### config.mk
export PLATFORM = sky130hd
export DESIGN_NAME = pattern_word_aligner
export DESIGN_NICKNAME = d
export VERILOG_FILES = /design/src/rtl/pwa_pkg.sv /design/src/rtl/pwa_history.sv /design/src/rtl/pwa_train_ctl.sv /design/src/rtl/pwa_lock_tracker.sv /design/src/rtl/pattern_word_aligner.sv
export SDC_FILE = /design/constraint.sdc
export NUM_CORES = 1
export LEC_CHECK = 0
export BUFFER_PORTS_ARGS = -buffer_cell sky130_fd_sc_hd__buf_2
export CORE_UTILIZATION = 34
export DETAILED_ROUTE_END_ITERATION = 7
export HOLD_SLACK_MARGIN = 0.02
export SETUP_SLACK_MARGIN = 0.1
export SLEW_MARGIN = 10
export SYNTH_ARGS = -nofsm -noshare
export SYNTH_HDL_FRONTEND = slang
export SYNTH_SLANG_ARGS = --single-unit
### constraint.sdc
create_clock -name clk -period 2.6 [get_ports clk]
set_input_delay 0.39 -clock clk [delete_from_list [all_inputs] [get_ports clk]]
set_output_delay 0.39 -clock clk [all_outputs]
set_load 0.02 [all_outputs]
### src/rtl/pwa_pkg.sv
package pwa_pkg;
   localparam int unsigned NUM_OFF = 3;
   localparam int unsigned OFF_W   = 2;
   typedef logic [OFF_W-1:0] off_t;
endpackage

### src/rtl/pwa_history.sv
module pwa_history
   import pwa_pkg::*;
#(
   parameter int unsigned W = 12
) (
   input  logic                 clk,
   input  logic                 rst_n,
   input  logic [2*W-1:0]       pair_in,
   output logic [NUM_OFF*W-1:0] cand_first,
   output logic [NUM_OFF*W-1:0] cand_second
);
   localparam int unsigned PW = 2 * W;

   logic [PW-1:0]   h0;
   logic [PW-1:0]   h1;
   logic [2*PW-1:0] win;

   always_ff @(posedge clk or negedge rst_n) begin
      if (!rst_n) begin
         h0 <= '0;
         h1 <= '0;
      end else begin
         h0 <= pair_in;
         h1 <= h0;
      end
   end

   // sample slots oldest first: 0 = h1 first, 1 = h1 second, 2 = h0 first, 3 = h0 second
   assign win = {h0, h1};

   for (genvar k = 0; k < NUM_OFF; k++) begin : g_cand
      assign cand_first[k*W +: W]  = win[(NUM_OFF-1-k)*W +: W];
      assign cand_second[k*W +: W] = win[(NUM_OFF-k)*W +: W];
   end
endmodule

### src/rtl/pwa_train_ctl.sv
module pwa_train_ctl #(
   parameter int unsigned TIMEOUT = 64
) (
   input  logic clk,
   input  logic rst_n,
   input  logic train,
   output logic start,
   output logic search,
   output logic timeout_hit,
   output logic ref_ph
);
   localparam int unsigned TW = $clog2(TIMEOUT + 1);

   logic          train_q;
   logic [TW-1:0] tcnt;

   assign start       = train & ~train_q;
   assign search      = train & train_q;
   assign timeout_hit = (tcnt == TW'(TIMEOUT));

   always_ff @(posedge clk or negedge rst_n) begin
      if (!rst_n) begin
         train_q <= 1'b0;
         ref_ph  <= 1'b0;
         tcnt    <= '0;
      end else begin
         train_q <= train;
         ref_ph  <= ~ref_ph;
         if (start)
            tcnt <= '0;
         else if (train && !timeout_hit)
            tcnt <= tcnt + TW'(1);
      end
   end

   AST_TIMEOUT_NEEDS_TRAIN: assert property (@(posedge clk) disable iff (!rst_n)
      (timeout_hit && !$past(timeout_hit)) |-> $past(train));
endmodule

### src/rtl/pwa_lock_tracker.sv
module pwa_lock_tracker
   import pwa_pkg::*;
#(
   parameter int unsigned LOCK_CNT = 8
) (
   input  logic               clk,
   input  logic               rst_n,
   input  logic               clear,
   input  logic               search,
   input  logic               timeout_hit,
   input  logic [NUM_OFF-1:0] match,
   output logic               locked,
   output logic               err,
   output off_t               off
);
   localparam int unsigned RW = $clog2(LOCK_CNT + 1);

   logic [RW-1:0] run_q;
   logic [RW-1:0] run_nxt;
   off_t          hit_k;
   logic          any_hit;
   logic          lock_now;

   always_comb begin
      hit_k   = '0;
      any_hit = 1'b0;
      for (int k = NUM_OFF - 1; k >= 0; k--) begin
         if (match[k]) begin
            hit_k   = off_t'(k);
            any_hit = 1'b1;
         end
      end
      if (!any_hit)
         run_nxt = '0;
      else if (run_q != '0 && hit_k == off)
         run_nxt = run_q + RW'(1);
      else
         run_nxt = RW'(1);
      lock_now = any_hit && (run_nxt == RW'(LOCK_CNT));
   end

   always_ff @(posedge clk or negedge rst_n) begin
      if (!rst_n) begin
         locked <= 1'b0;
         err    <= 1'b0;
         off    <= '0;
         run_q  <= '0;
      end else if (clear) begin
         locked <= 1'b0;
         err    <= 1'b0;
         off    <= '0;
         run_q  <= '0;
      end else if (search && !locked && !err) begin
         run_q <= run_nxt;
         if (any_hit)
            off <= hit_k;
         if (lock_now)
            locked <= 1'b1;
         else if (timeout_hit)
            err <= 1'b1;
      end
   end

   AST_LOCK_ERR_EXCL: assert property (@(posedge clk) disable iff (!rst_n)
      !(locked && err));
   AST_OFF_FROZEN: assert property (@(posedge clk) disable iff (!rst_n)
      (locked && !clear) |=> $stable(off));
   AST_LOCK_AFTER_MATCH: assert property (@(posedge clk) disable iff (!rst_n)
      $rose(locked) |-> $past(|match));
   AST_ERR_AFTER_TIMEOUT: assert property (@(posedge clk) disable iff (!rst_n)
      $rose(err) |-> $past(timeout_hit));
   AST_OFF_RANGE: assert property (@(posedge clk) disable iff (!rst_n)
      off < off_t'(NUM_OFF));
endmodule

### src/rtl/pattern_word_aligner.sv
module pattern_word_aligner
   import pwa_pkg::*;
#(
   parameter int unsigned STREAMS  = 4,
   parameter int unsigned W        = 12,
   parameter int unsigned LOCK_CNT = 8,
   parameter int unsigned TIMEOUT  = 64,
   parameter logic [W-1:0] PAT_A   = W'('h5A5),
   parameter logic [W-1:0] PAT_B   = W'('hA5A),
   parameter bit           OUT_REG = 1'b1
) (
   input  logic                   clk,
   input  logic                   rst_n,
   input  logic                   train,
   input  logic [STREAMS*2*W-1:0] in_pairs,
   output logic [STREAMS*2*W-1:0] out_pairs,
   output logic [STREAMS-1:0]     out_valid,
   output logic [STREAMS-1:0]     lock,
   output logic [STREAMS-1:0]     err
);
   localparam int unsigned PW = 2 * W;

   if (STREAMS < 1 || W < 1) begin : g_bad_size
      initial $fatal(1, "pattern_word_aligner: STREAMS and W must be at least 1");
   end
   if (PAT_A == PAT_B) begin : g_bad_pattern
      initial $fatal(1, "pattern_word_aligner: the two test words must differ");
   end
   if (LOCK_CNT < 1 || TIMEOUT <= LOCK_CNT + 1) begin : g_bad_timing
      initial $fatal(1, "pattern_word_aligner: need 1 <= LOCK_CNT and TIMEOUT > LOCK_CNT + 1");
   end

   logic         start;
   logic         search;
   logic         timeout_hit;
   logic         ref_ph;
   logic [W-1:0] exp_word;

   pwa_train_ctl #(.TIMEOUT(TIMEOUT)) u_ctl (
      .clk         (clk),
      .rst_n       (rst_n),
      .train       (train),
      .start       (start),
      .search      (search),
      .timeout_hit (timeout_hit),
      .ref_ph      (ref_ph)
   );

   assign exp_word = ref_ph ? PAT_B : PAT_A;

   for (genvar s = 0; s < STREAMS; s++) begin : g_stream
      logic [NUM_OFF*W-1:0] cand_f;
      logic [NUM_OFF*W-1:0] cand_s;
      logic [NUM_OFF-1:0]   match;
      off_t                 off;
      logic [PW-1:0]        sel;

      pwa_history #(.W(W)) u_hist (
         .clk         (clk),
         .rst_n       (rst_n),
         .pair_in     (in_pairs[s*PW +: PW]),
         .cand_first  (cand_f),
         .cand_second (cand_s)
      );

      for (genvar k = 0; k < NUM_OFF; k++) begin : g_cmp
         assign match[k] = (cand_f[k*W +: W] == exp_word) && (cand_s[k*W +: W] == exp_word);
      end

      pwa_lock_tracker #(.LOCK_CNT(LOCK_CNT)) u_trk (
         .clk         (clk),
         .rst_n       (rst_n),
         .clear       (start),
         .search      (search),
         .timeout_hit (timeout_hit),
         .match       (match),
         .locked      (lock[s]),
         .err         (err[s]),
         .off         (off)
      );

      always_comb begin
         sel = '0;
         for (int k = 0; k < NUM_OFF; k++) begin
            if (off == off_t'(k))
               sel = {cand_s[k*W +: W], cand_f[k*W +: W]};
         end
      end

      if (OUT_REG) begin : g_reg
         logic [PW-1:0] pair_q;
         logic          vld_q;

         always_ff @(posedge clk or negedge rst_n) begin
            if (!rst_n) begin
               pair_q <= '0;
               vld_q  <= 1'b0;
            end else begin
               pair_q <= sel;
               vld_q  <= lock[s];
            end
         end
         assign out_pairs[s*PW +: PW] = pair_q;
         assign out_valid[s]          = vld_q;

         AST_VALID_TRACKS_LOCK: assert property (@(posedge clk) disable iff (!rst_n)
            vld_q == $past(lock[s]));
      end else begin : g_comb
         assign out_pairs[s*PW +: PW] = sel;
         assign out_valid[s]          = lock[s];
      end

      AST_VALID_NOT_ERR: assert property (@(posedge clk) disable iff (!rst_n)
         out_valid[s] |-> !err[s]);
   end
endmodule

==> impl_results.md, run 1 <==
* Share of cells above drive strength 1 at 22.6%
* Critical Path Sink Type: flop
* Run status: finished clean
* Reg power frac at 48.0%
* CP Class: flop to flop
* H-tree depth at 2
* Capture point of the worst reg-to-reg path: g_stream[0].u_trk.locked
* Drc violations at 0
* Final period util at 93.8%
* Final wirelength at 33500 um
* Cell Area, Placed at 0.0151 sq mm
* Post-Place Setup Slack at 138 ps
* Die Width at 201 um
* Sequential-to-total area share from yosys stat at 62.0%
* Initial Util at 34.6%
* Worst hold start: train
* Cells after Synth at 1098
* Final std cells w/o fill at 1962
* Clock root buffer master: clkbuf_16
* Core box area at 0.0388 sq mm
* Unique masters post-synth at 58
* IO Port Bufs at 206
* Critical path peak fanout at 33
* CP Data Arrival Time at 2870 ps
* DR WL met3 at 1270 um
* IO Pins at 207
* Switching Share at 23.2%
* Clk sinks at 333
* Largest area contributor in the synthesized netlist: dfrtp_1
* Flops & latches, synth at 333
* First-pass GRT wire length at 54900 um
* Area growth, synth to finish at 29.9%
* Worst Max-Slew Pin Slew at 647 ps
* TritonRoute pass-1 iters at 4
* Total chip power at 11.7 mW
* Fin crit period at 2440 ps
* Post-Route Setup TNS at 0 ps
* Clk buf depth at 3
* Final ANT Viol Nets at 0
* Avg Vias per Cell at 4.90
* Maximum clock frequency at 410 MHz
* Pleak at 7.35 nW
* Site row count at 72
* GRT Util Overall at 17.0%
* Area share of the largest cell type after synthesis at 62.0%
* Peak VDD IR at 0.375 mV
* Clock slew at reported path FFs at 60 ps
* Async S/R FF share, synth at 100%
* Logic pwr share at 6.3%
* Worst Hold Class: input pin to flop
* Main synth FF type: dfrtp_1
* Synth warn at 0
* Final Cell Area at 0.0175 sq mm
* Die area at 0.0403 sq mm
* R2R cell count at 9
* Register-to-Register Setup Slack at 160 ps
* Worst reg2reg path startpoint: u_ctl.ref_ph
* Met2 wire len at 16000 um
* Most common cell in the netlist: dfrtp_1
* Setup ws final at 161 ps
* Die H at 201 um
* Area contributors post-synth: dfrtp_1, mux2i_1, nor4bb_1, o21ai_0, nand2_1
* Mapped Area at 0.0134 sq mm
* Required time worst endpoint at 3030 ps
* Pwr dens at 671 mW/mm^2
* EDFF count, synth at 0
* Final hold vios at 0
* Largest net degree at the start of global routing at 84
* CP startpoint kind: flop
* Wirelength per Cell at 17.1 um
* Total gr overflow at 0
* Routed vias at 9608
* Initial antenna violation count at 0
* M1 wire length at 15400 um
* Nets@finish at 1526
* Clock skew at 21.2 ps
* Slew headroom at 56.9%
* CTS Buf Count at 38
* CTS tree: done
* Pins over their slew limit at 0
* Mapped Nets at 1207
* Sink of the worst hold path: u_ctl.train_q
* Final core utilization at 45.0%
* Initial DRC Count at 475
* RSZ-0062 raised after global routing: yes
* Top sig layer: met4
* MaxCap Viol Count at 0
* Mean Syn Cell Area at 12.2 sq um
* P_sw at 2.73 mW
* Post-Place Cells at 1796
* Clock share of power at 45.7%
* Hold depth at 2
* Commonest cells post-synth: dfrtp_1, nand2_1, o21ai_0
* Internal power at 9.00 mW
* DP HPWL at 22800 um
* Ant. Diodes at 0
* Vias in the first global route at 10100
* Endpoints failing setup at 0
* Gpl congestion at 0.814
* Clock Latency Late Sink at 550 ps
* Hold Worst Slack at 178 ps
worst max-delay path: stages, from the launching register on:
cell and delay (ps):
dfrtp_2 390, buf_12 180, and4bb_2 250, mux2i_2 250
a21oi_4 70, buf_4 140, and4bb_2 290, o211ai_1 160
and2_4 230, o41ai_1 320
flip-flops by register name, summed over array words and instances (netlist names), 7 cells and up:
name,flops
g_stream.g_reg.pair_q,96
g_stream.u_hist.h0,96
u_ctl.tcnt,7
g_stream.u_hist.h1,96
g_stream.u_trk.run_q,16
g_stream.u_trk.off,8
what timing repair did:
item                                   CTS  global route
setup endpoints to repair                0            22
gates resized for setup                  0            14
endpoints found under the hold margin  172             0
setup buffers                            0             2
hold buffers                            97             0
area by class of cell:
| type | count | area [sq um] |
|---|---|---|
| Timing Repair Buffer | 337 | 2330 |
| Tap cell | 518 | 648 |
| Clock buffer | 50 | 1080 |
| Fill cell | 3543 | 21400 |
| Multi-Input combinational cell | 685 | 4800 |
| Inverter | 22 | 82.6 |
| Sequential cell | 333 | 8330 |
| Clock inverter | 17 | 181 |
power groups by stage:
stage               Sequential, mW  Combinational [mW]  Clock, mW
detailed placement            5.72               0.636          0
CTS                           5.63               0.751       5.53
finish                        5.63               0.739       5.36
global route                  5.66               0.815       5.78
floorplan                     5.75               0.193          0
global placement              5.71               0.630          0
placed cells by master, fill, tap and decap left out, types with 3 or more instances in the layout:
cell / instances
a21o_1: 11
a21oi_1: 14
a21oi_2: 6
a221oi_1: 6
a22o_1: 3
a22oi_1: 3
a31oi_1: 4
and3b_1: 17
and4bb_2: 3
buf_12: 5
buf_2: 205
buf_4: 28
bufinv_16: 3
clkbuf_1: 5
clkbuf_16: 39
clkbuf_8: 6
clkinv_2: 7
clkinvlp_4: 4
dfrtp_1: 332
dlygate4sd3_1: 97
ha_1: 10
inv_1: 22
mux2i_1: 112
nand2_1: 127
nand2b_1: 10
nand3_1: 10
nand4_1: 6
nand4b_1: 34
nor2_1: 23
nor2b_1: 9
nor3_1: 8
nor3b_1: 20
nor4_1: 3
nor4bb_1: 59
nor4bb_2: 3
o211ai_1: 6
o21ai_0: 121
o22ai_1: 6
or3_1: 11
xor2_1: 7
metal layers:
metal  global-route usage, %  up-vias
li1                        -     4584
met3                    3.05       52
met4                    6.08        0
met2                    27.5      188
met5                       0        -
met1                    22.8     4784
cell families after synthesis:
| logic type | after synthesis | share of synthesized area (%) |
|---|---|---|
| xor+xnor | 9 | 0.587 |
| flops | 333 | 62.0 |
| mux | 114 | 8.50 |
| buf+inv | 80 | 2.70 |
| fa+ha+maj | 10 | 0.931 |
| simple gates | 356 | 16.7 |
| compound gates | 196 | 8.53 |
how the worst max path moves through the flow:
stage | startpoint | endpoint | slack [ps] | cells after the start
after detailed placement | u_ctl.ref_ph | g_stream[0].u_trk.run_q[3] | 140 | 8
after CTS | u_ctl.ref_ph | g_stream[0].u_trk.run_q[3] | 100 | 8
after floorplan | u_ctl.ref_ph | g_stream[2].u_trk.run_q[0] | 460 | 9
after global placement | u_ctl.ref_ph | g_stream[0].u_trk.run_q[3] | 240 | 8
after global routing | u_ctl.ref_ph | g_stream[0].u_trk.run_q[3] | 60 | 8
final | u_ctl.ref_ph | g_stream[0].u_trk.locked | 160 | 9
No activity file was read; power rests on OpenSTA's default activity.
==> inputs of run 2 (changes only) <==
- CELL_PAD_IN_SITES_DETAIL_PLACEMENT: unset -> 0
- CELL_PAD_IN_SITES_GLOBAL_PLACEMENT: unset -> 2
- PLACE_DENSITY_LB_ADDON: unset -> 0.1
==> impl_results.md, run 2 (synthesis results as in run 1) <==
* Final Cell Area at 0.0175 sq mm (+0.23%)
* Avg Vias per Cell at 4.86 (-0.70%)
* CP Class: flop to flop
* Start point of the critical path: u_ctl.ref_ph
* Initial antenna violation count at 0 (unchanged)
* Vias in the first global route at 10000 (-1.4%)
* Pleak at 7.37 nW (+0.36%)
* Post-Place Cells at 1795 (-0.056%)
* Slew headroom at 43.7% (-13 points)
* # fillers at 3655 (+3.2%)
* Most frequent cells in the layout: dfrtp_1, buf_2, nand2_1
* Clock slew at reported path FFs at 60 ps (about the same)
* Seq. cell area at 0.00833 sq mm (unchanged)
* Clock skew at 22.3 ps (+1.06 ps)
* Final hold vios at 0 (unchanged)
* Final std cells w/o fill at 1969 (+0.36%)
* Clock Latency Late Sink at 540 ps (about the same)
* Clk sinks at 333 (unchanged)
* P_sw at 2.67 mW (-2.0%)
* Top Registers: g_stream.g_reg.pair_q (96), g_stream.u_hist.h0 (96), g_stream.u_hist.h1 (96)
* Pwr dens at 662 mW/mm^2 (-1.4%)
* First-pass GRT wire length at 55800 um (+1.7%)
* Final wirelength at 34700 um (+3.8%)
* Core box area at 0.0388 sq mm (unchanged)
* Die Width at 201 um (unchanged)
* Most common cell after layout, fill and taps aside: dfrtp_1
* Clk buf depth at 3 (unchanged)
* CTS tree: done
* Total gr overflow at 0 (unchanged)
* Initial Util at 34.6% (unchanged)
* Final period util at 92.0% (-1.8 points)
* GRT Util Overall at 17.4% (+0.47 points)
* Run status: finished clean
* Final ANT Viol Nets at 0 (unchanged)
* Share of cells above drive strength 1 at 22.7% (+0.098 points)
* IO Pins at 207 (unchanged)
* CP startpoint kind: flop
* Internal power at 8.92 mW (-0.89%)
* TritonRoute pass-1 iters at 4 (unchanged)
* IO Port Bufs at 206 (unchanged)
* Area growth, synth to finish at 30.2%
* Critical Path Sink Type: flop
* Endpoints failing setup at 0 (unchanged)
* Worst Max-Slew Pin Slew at 844 ps (+197 ps)
* Worst Hold Class: input pin to flop
* Die H at 201 um (unchanged)
* Maximum clock frequency at 418 MHz (+2.0%)
* Clock share of power at 45.0% (-0.7 points)
* Critical path peak fanout at 33 (unchanged)
* Cell Area, Placed at 0.0151 sq mm (about the same)
* MaxCap Viol Count at 0 (unchanged)
* Drc violations at 0 (unchanged)
* Post-Route Setup TNS at 0 ps (unchanged)
* Gpl congestion at 0.753 (-7.5%)
* Ant. Diodes at 0 (unchanged)
* Required time worst endpoint at 3030 ps (about the same)
* H-tree depth at 2 (unchanged)
* CP Data Arrival Time at 2820 ps (-50 ps)
* Logic pwr share at 6.3% (about the same)
* Peak VDD IR at 0.537 mV (+43%)
* Switching Share at 23.0% (-0.20 points)
* Worst hold start: train
* Die area at 0.0403 sq mm (unchanged)
* Fin crit period at 2390 ps (-47.5 ps)
* Initial DRC Count at 425 (-11%)
* Nets@finish at 1536 (+0.66%)
* CTS Buf Count at 39 (+2.6%)
* Pins over their slew limit at 0 (unchanged)
* Reg power frac at 48.6% (+0.6 points)
* Worst reg2reg path startpoint: u_ctl.ref_ph
* Largest net degree at the start of global routing at 74 (-12%)
* Routed vias at 9575 (-0.34%)
* RSZ-0062 raised after global routing: yes
* Multi-input gate area at 0.00482 sq mm (+0.47%)
* Site row count at 72 (unchanged)
* DP HPWL at 23900 um (+4.5%)
* Wirelength per Cell at 17.6 um (+3.4%)
* Clock root buffer master: clkbuf_16
[run 2: changes by cell type in the layout (fill, tap and decap cells not counted), sizes merged]
| cell | change |
|---|---|
| clkbuf | +9 |
| buf | +9 |
| clkinv | -5 |
| bufinv | -2 |
| clkinvlp | -3 |
| inv | -1 |
[run 2: routing by layer]
layer	track usage [%]	vias to the layer above	routed length, um
li1	-	4612	-
met1	24.1	4765	16500
met4	5.89	0	835
met2	27.9	145	16300
met5	0	-	0
met3	2.76	53	1050
[run 2: metrics by stage]
step                      hold WS, ps  utilization [%]  setup slack (ps)  total power [mW]
after floorplan                  94.4                -               462              5.95
after global placement            347             39.0               154              6.36
after detailed placement          341             39.0              33.9              6.36
after CTS                         191             44.7               148              11.8
after global routing              217             45.1              58.5              12.1
final                             226             45.1               208              11.6
[run 2: path summary, 6_finish.rpt]
kind | end | slack, ps | cells after the start
max in group asynchronous | g_stream[2].g_reg.pair_q[2] | 1460 | 3
min in group asynchronous | g_stream[3].u_hist.h0[5] | 350 | 2
worst min-delay path | u_ctl.train_q | 230 | 2
worst min register to register | g_stream[0].u_hist.h1[22] | 420 | 0
worst max-delay path | g_stream[1].u_trk.locked | 210 | 9
worst max register to register | g_stream[1].u_trk.locked | 210 | 9
[run 2: power groups by stage]
| stage | Combinational [mW] | Sequential [mW] | Clock [mW] |
|---|---|---|---|
| global placement | 0.636 | 5.72 | 0 |
| detailed placement | 0.637 | 5.73 | 0 |
| floorplan | 0.193 | 5.75 | 0 |
| CTS | 0.754 | 5.64 | 5.43 |
| finish | 0.735 | 5.63 | 5.22 |
| global route | 0.814 | 5.67 | 5.63 |
[run 2: final cells by class]
type	instances	area share (%)
Timing Repair Buffer	346	13.7
Sequential cell	333	47.6
Clock inverter	6	0.350
Inverter	22	0.472
Tap cell	518	3.70
Multi-Input combinational cell	685	27.6
Clock buffer	59	6.59
[run 2: repair_timing]
item,CTS,global route
setup endpoints to repair,3,20
setup buffers,2,10
pin swaps,0,9
hold buffers,97,0
endpoints found under the hold margin,139,0
resized for setup,1,16
[run 2: critical path: stages, from the launching register on]
cell and delay, ps:
dfrtp_2 400, buf_4 170, buf_12 160, nor4bb_2 300, mux2i_1 120, a21o_1 220, or3_1 360, nand4_1 230
a21oi_2 120, a22o_1 190
==> inputs of run 3 (changes only) <==
- CTS_BUF_LIST: unset -> sky130_fd_sc_hd__clkbuf_4 sky130_fd_sc_hd__clkbuf_8
- GPL_TIMING_DRIVEN: unset -> 0
- SLEW_MARGIN: 10 -> unset
==> impl_results.md, run 3 (synthesis results as in run 1) <==
* Most frequent cells in the layout: dfrtp_1, buf_2, nand2_1
* Required time worst endpoint at 3150 ps (+120 ps)
* CP Class: flop to flop
* TritonRoute pass-1 iters at 4 (unchanged)
* Final std cells w/o fill at 2037 (+3.5%)
* Fin crit period at 2390 ps (-1.78 ps)
* Seq. cell area at 0.00833 sq mm (about the same)
* Clk buf depth at 3 (unchanged)
* Die Width at 201 um (unchanged)
* Top Registers: g_stream.g_reg.pair_q (96), g_stream.u_hist.h0 (96), g_stream.u_hist.h1 (96)
* Routed vias at 9806 (+2.4%)
* CTS Buf Count at 59 (+51%)
* Clk sinks at 333 (unchanged)
* CTS tree: done
* Clock slew at reported path FFs at 60 ps (about the same)
* Peak VDD IR at 0.516 mV (-3.9%)
* Largest net degree at the start of global routing at 124 (+68%)
* IO Port Bufs at 206 (unchanged)
* Run status: finished clean
* IO Pins at 207 (unchanged)
* Critical Path Sink Type: flop
* Setup ws final at 210 ps (+1.78 ps)
* Initial DRC Count at 335 (-21%)
* Total gr overflow at 0 (unchanged)
* Initial Util at 34.6% (unchanged)
* Avg Vias per Cell at 4.81 (-1.0%)
* Most common cell after layout, fill and taps aside: dfrtp_1
* Final period util at 91.9% (about the same)
* Endpoints failing setup at 0 (unchanged)
* Worst Hold Class: input pin to async pin
* First-pass GRT wire length at 59400 um (+6.4%)
* Capture point of the worst reg-to-reg path: g_stream[0].u_trk.run_q[3]
* Worst Max-Slew Pin Slew at 856 ps (+12.1 ps)
* Pins over their slew limit at 0 (unchanged)
* Area growth, synth to finish at 32.3%
* Clock Latency Late Sink at 640 ps (+100 ps)
* Die area at 0.0403 sq mm (unchanged)
* Final ANT Viol Nets at 0 (unchanged)
* RSZ-0062 raised after global routing: yes
* # fillers at 3670 (+0.41%)
* Register-to-Register Setup Slack at 210 ps (about the same)
* Worst reg2reg path startpoint: u_ctl.ref_ph
* Multi-input gate area at 0.00488 sq mm (+1.1%)
* Final wirelength at 37200 um (+6.9%)
* Share of cells above drive strength 1 at 24.7% (+2.0 points)
* Gpl congestion at 0.762 (+1.2%)
* Pwr dens at 672 mW/mm^2 (+1.5%)
* CP Data Arrival Time at 2940 ps (+120 ps)
* H-tree depth at 2 (unchanged)
* Final hold vios at 0 (unchanged)
* R2R cell count at 8 (-1)
* Initial antenna violation count at 1 (+1)
* GRT Util Overall at 18.9% (+1.5 points)
* Core box area at 0.0388 sq mm (unchanged)
* Slew headroom at 42.9% (-0.81 points)
* Clock skew at 19.3 ps (-2.97 ps)
* DP HPWL at 25500 um (+6.8%)
* Post-Place Cells at 1825 (+1.7%)
* Wirelength per Cell at 18.2 um (+3.4%)
* CP startpoint kind: flop
* Vias in the first global route at 10400 (+3.8%)
* Maximum clock frequency at 418 MHz (about the same)
* Critical path peak fanout at 10 (-70%)
* Drc violations at 0 (unchanged)
* Nets@finish at 1580 (+2.9%)
* Pleak at 7.49 nW (+1.6%)
* Post-Place Setup Slack at -162 ps (-195 ps)
* Die H at 201 um (unchanged)
* MaxCap Viol Count at 0 (unchanged)
* Clock root buffer master: clkbuf_8
* Hold Worst Slack at 293 ps (+66.7 ps)
* Site row count at 72 (unchanged)
## run 3: changes by cell type in the layout (fill, tap and decap cells not counted), moves of 3 or more
cell,delta
clkbuf_8,+66
nor4bb_2,+6
bufinv_16,+5
buf_16,+3
clkinv_2,+5
clkbuf_16,-41
nor4bb_1,-5
clkbuf_1,+19
buf_6,+5
buf_12,-5
buf_1,+8
buf_4,-18
clkbuf_4,+20
## run 3: where the power goes
part / switching (mW) / leakage (nW) / total (mW) / internal (mW)
clock network: 2.20 / 0.726 / 5.58 / 3.38
registers: 0.206 / 3.97 / 5.63 / 5.43
logic: 0.388 / 2.79 / 0.733 / 0.345
## run 3: metal layers
layer	track usage [%]	routed length [um]
met4	6.00	737
met3	3.39	1460
met2	29.8	17400
met5	0	0
met1	26.5	17500
## run 3: cell type report
class,count,share of cell area [%]
Timing Repair Buffer,312,12.1
Clock inverter,16,1.32
Tap cell,518,3.65
Buffer,58,1.73
Antenna cell,1,0.0141
Multi-Input combinational cell,685,27.5
Sequential cell,333,46.9
Inverter,22,0.465
Clock buffer,92,6.42
## run 3: what timing repair did
item,CTS,global route
hold endpoints to repair,151,0
resized for setup,10,26
buffers inserted,0,5
pin swaps,0,4
hold buffers,98,0
setup endpoints to repair,20,24
## run 3: critical path, stage by stage, from the launching register on
cell	delay, ps
dfrtp_1	380
buf_6	150
nor4bb_1	290
mux2i_1	200
a21oi_2	240
and2_1	210
o22ai_1	150
or4_4	470
o31ai_2	220
## run 3: per-stage QoR
stage                     power [mW]  TNS [ps]  instance area [sq um]  utilization [%]
after floorplan                 5.95         0                  13400                -
after global placement          6.33  -1787140                  15100             38.9
after detailed placement        6.35      -811                  15200             39.2
after CTS                       12.2         0                  17600             45.3
after global routing            12.5         0                  17800             45.8
final                           11.9         0                  17800             45.8
## run 3: how the worst max path moves through the flow
stage,start,end,slack [ps]
floorplan,u_ctl.ref_ph,g_stream[2].u_trk.run_q[0],460
global placement,rst_n,g_stream[2].g_reg.pair_q[18],-5400
detailed placement,u_ctl.ref_ph,g_stream[2].u_trk.run_q[3],-160
CTS,u_ctl.ref_ph,g_stream[2].u_trk.run_q[0],120
global route,u_ctl.ref_ph,g_stream[2].u_trk.run_q[3],70
finish,u_ctl.ref_ph,g_stream[0].u_trk.run_q[3],210
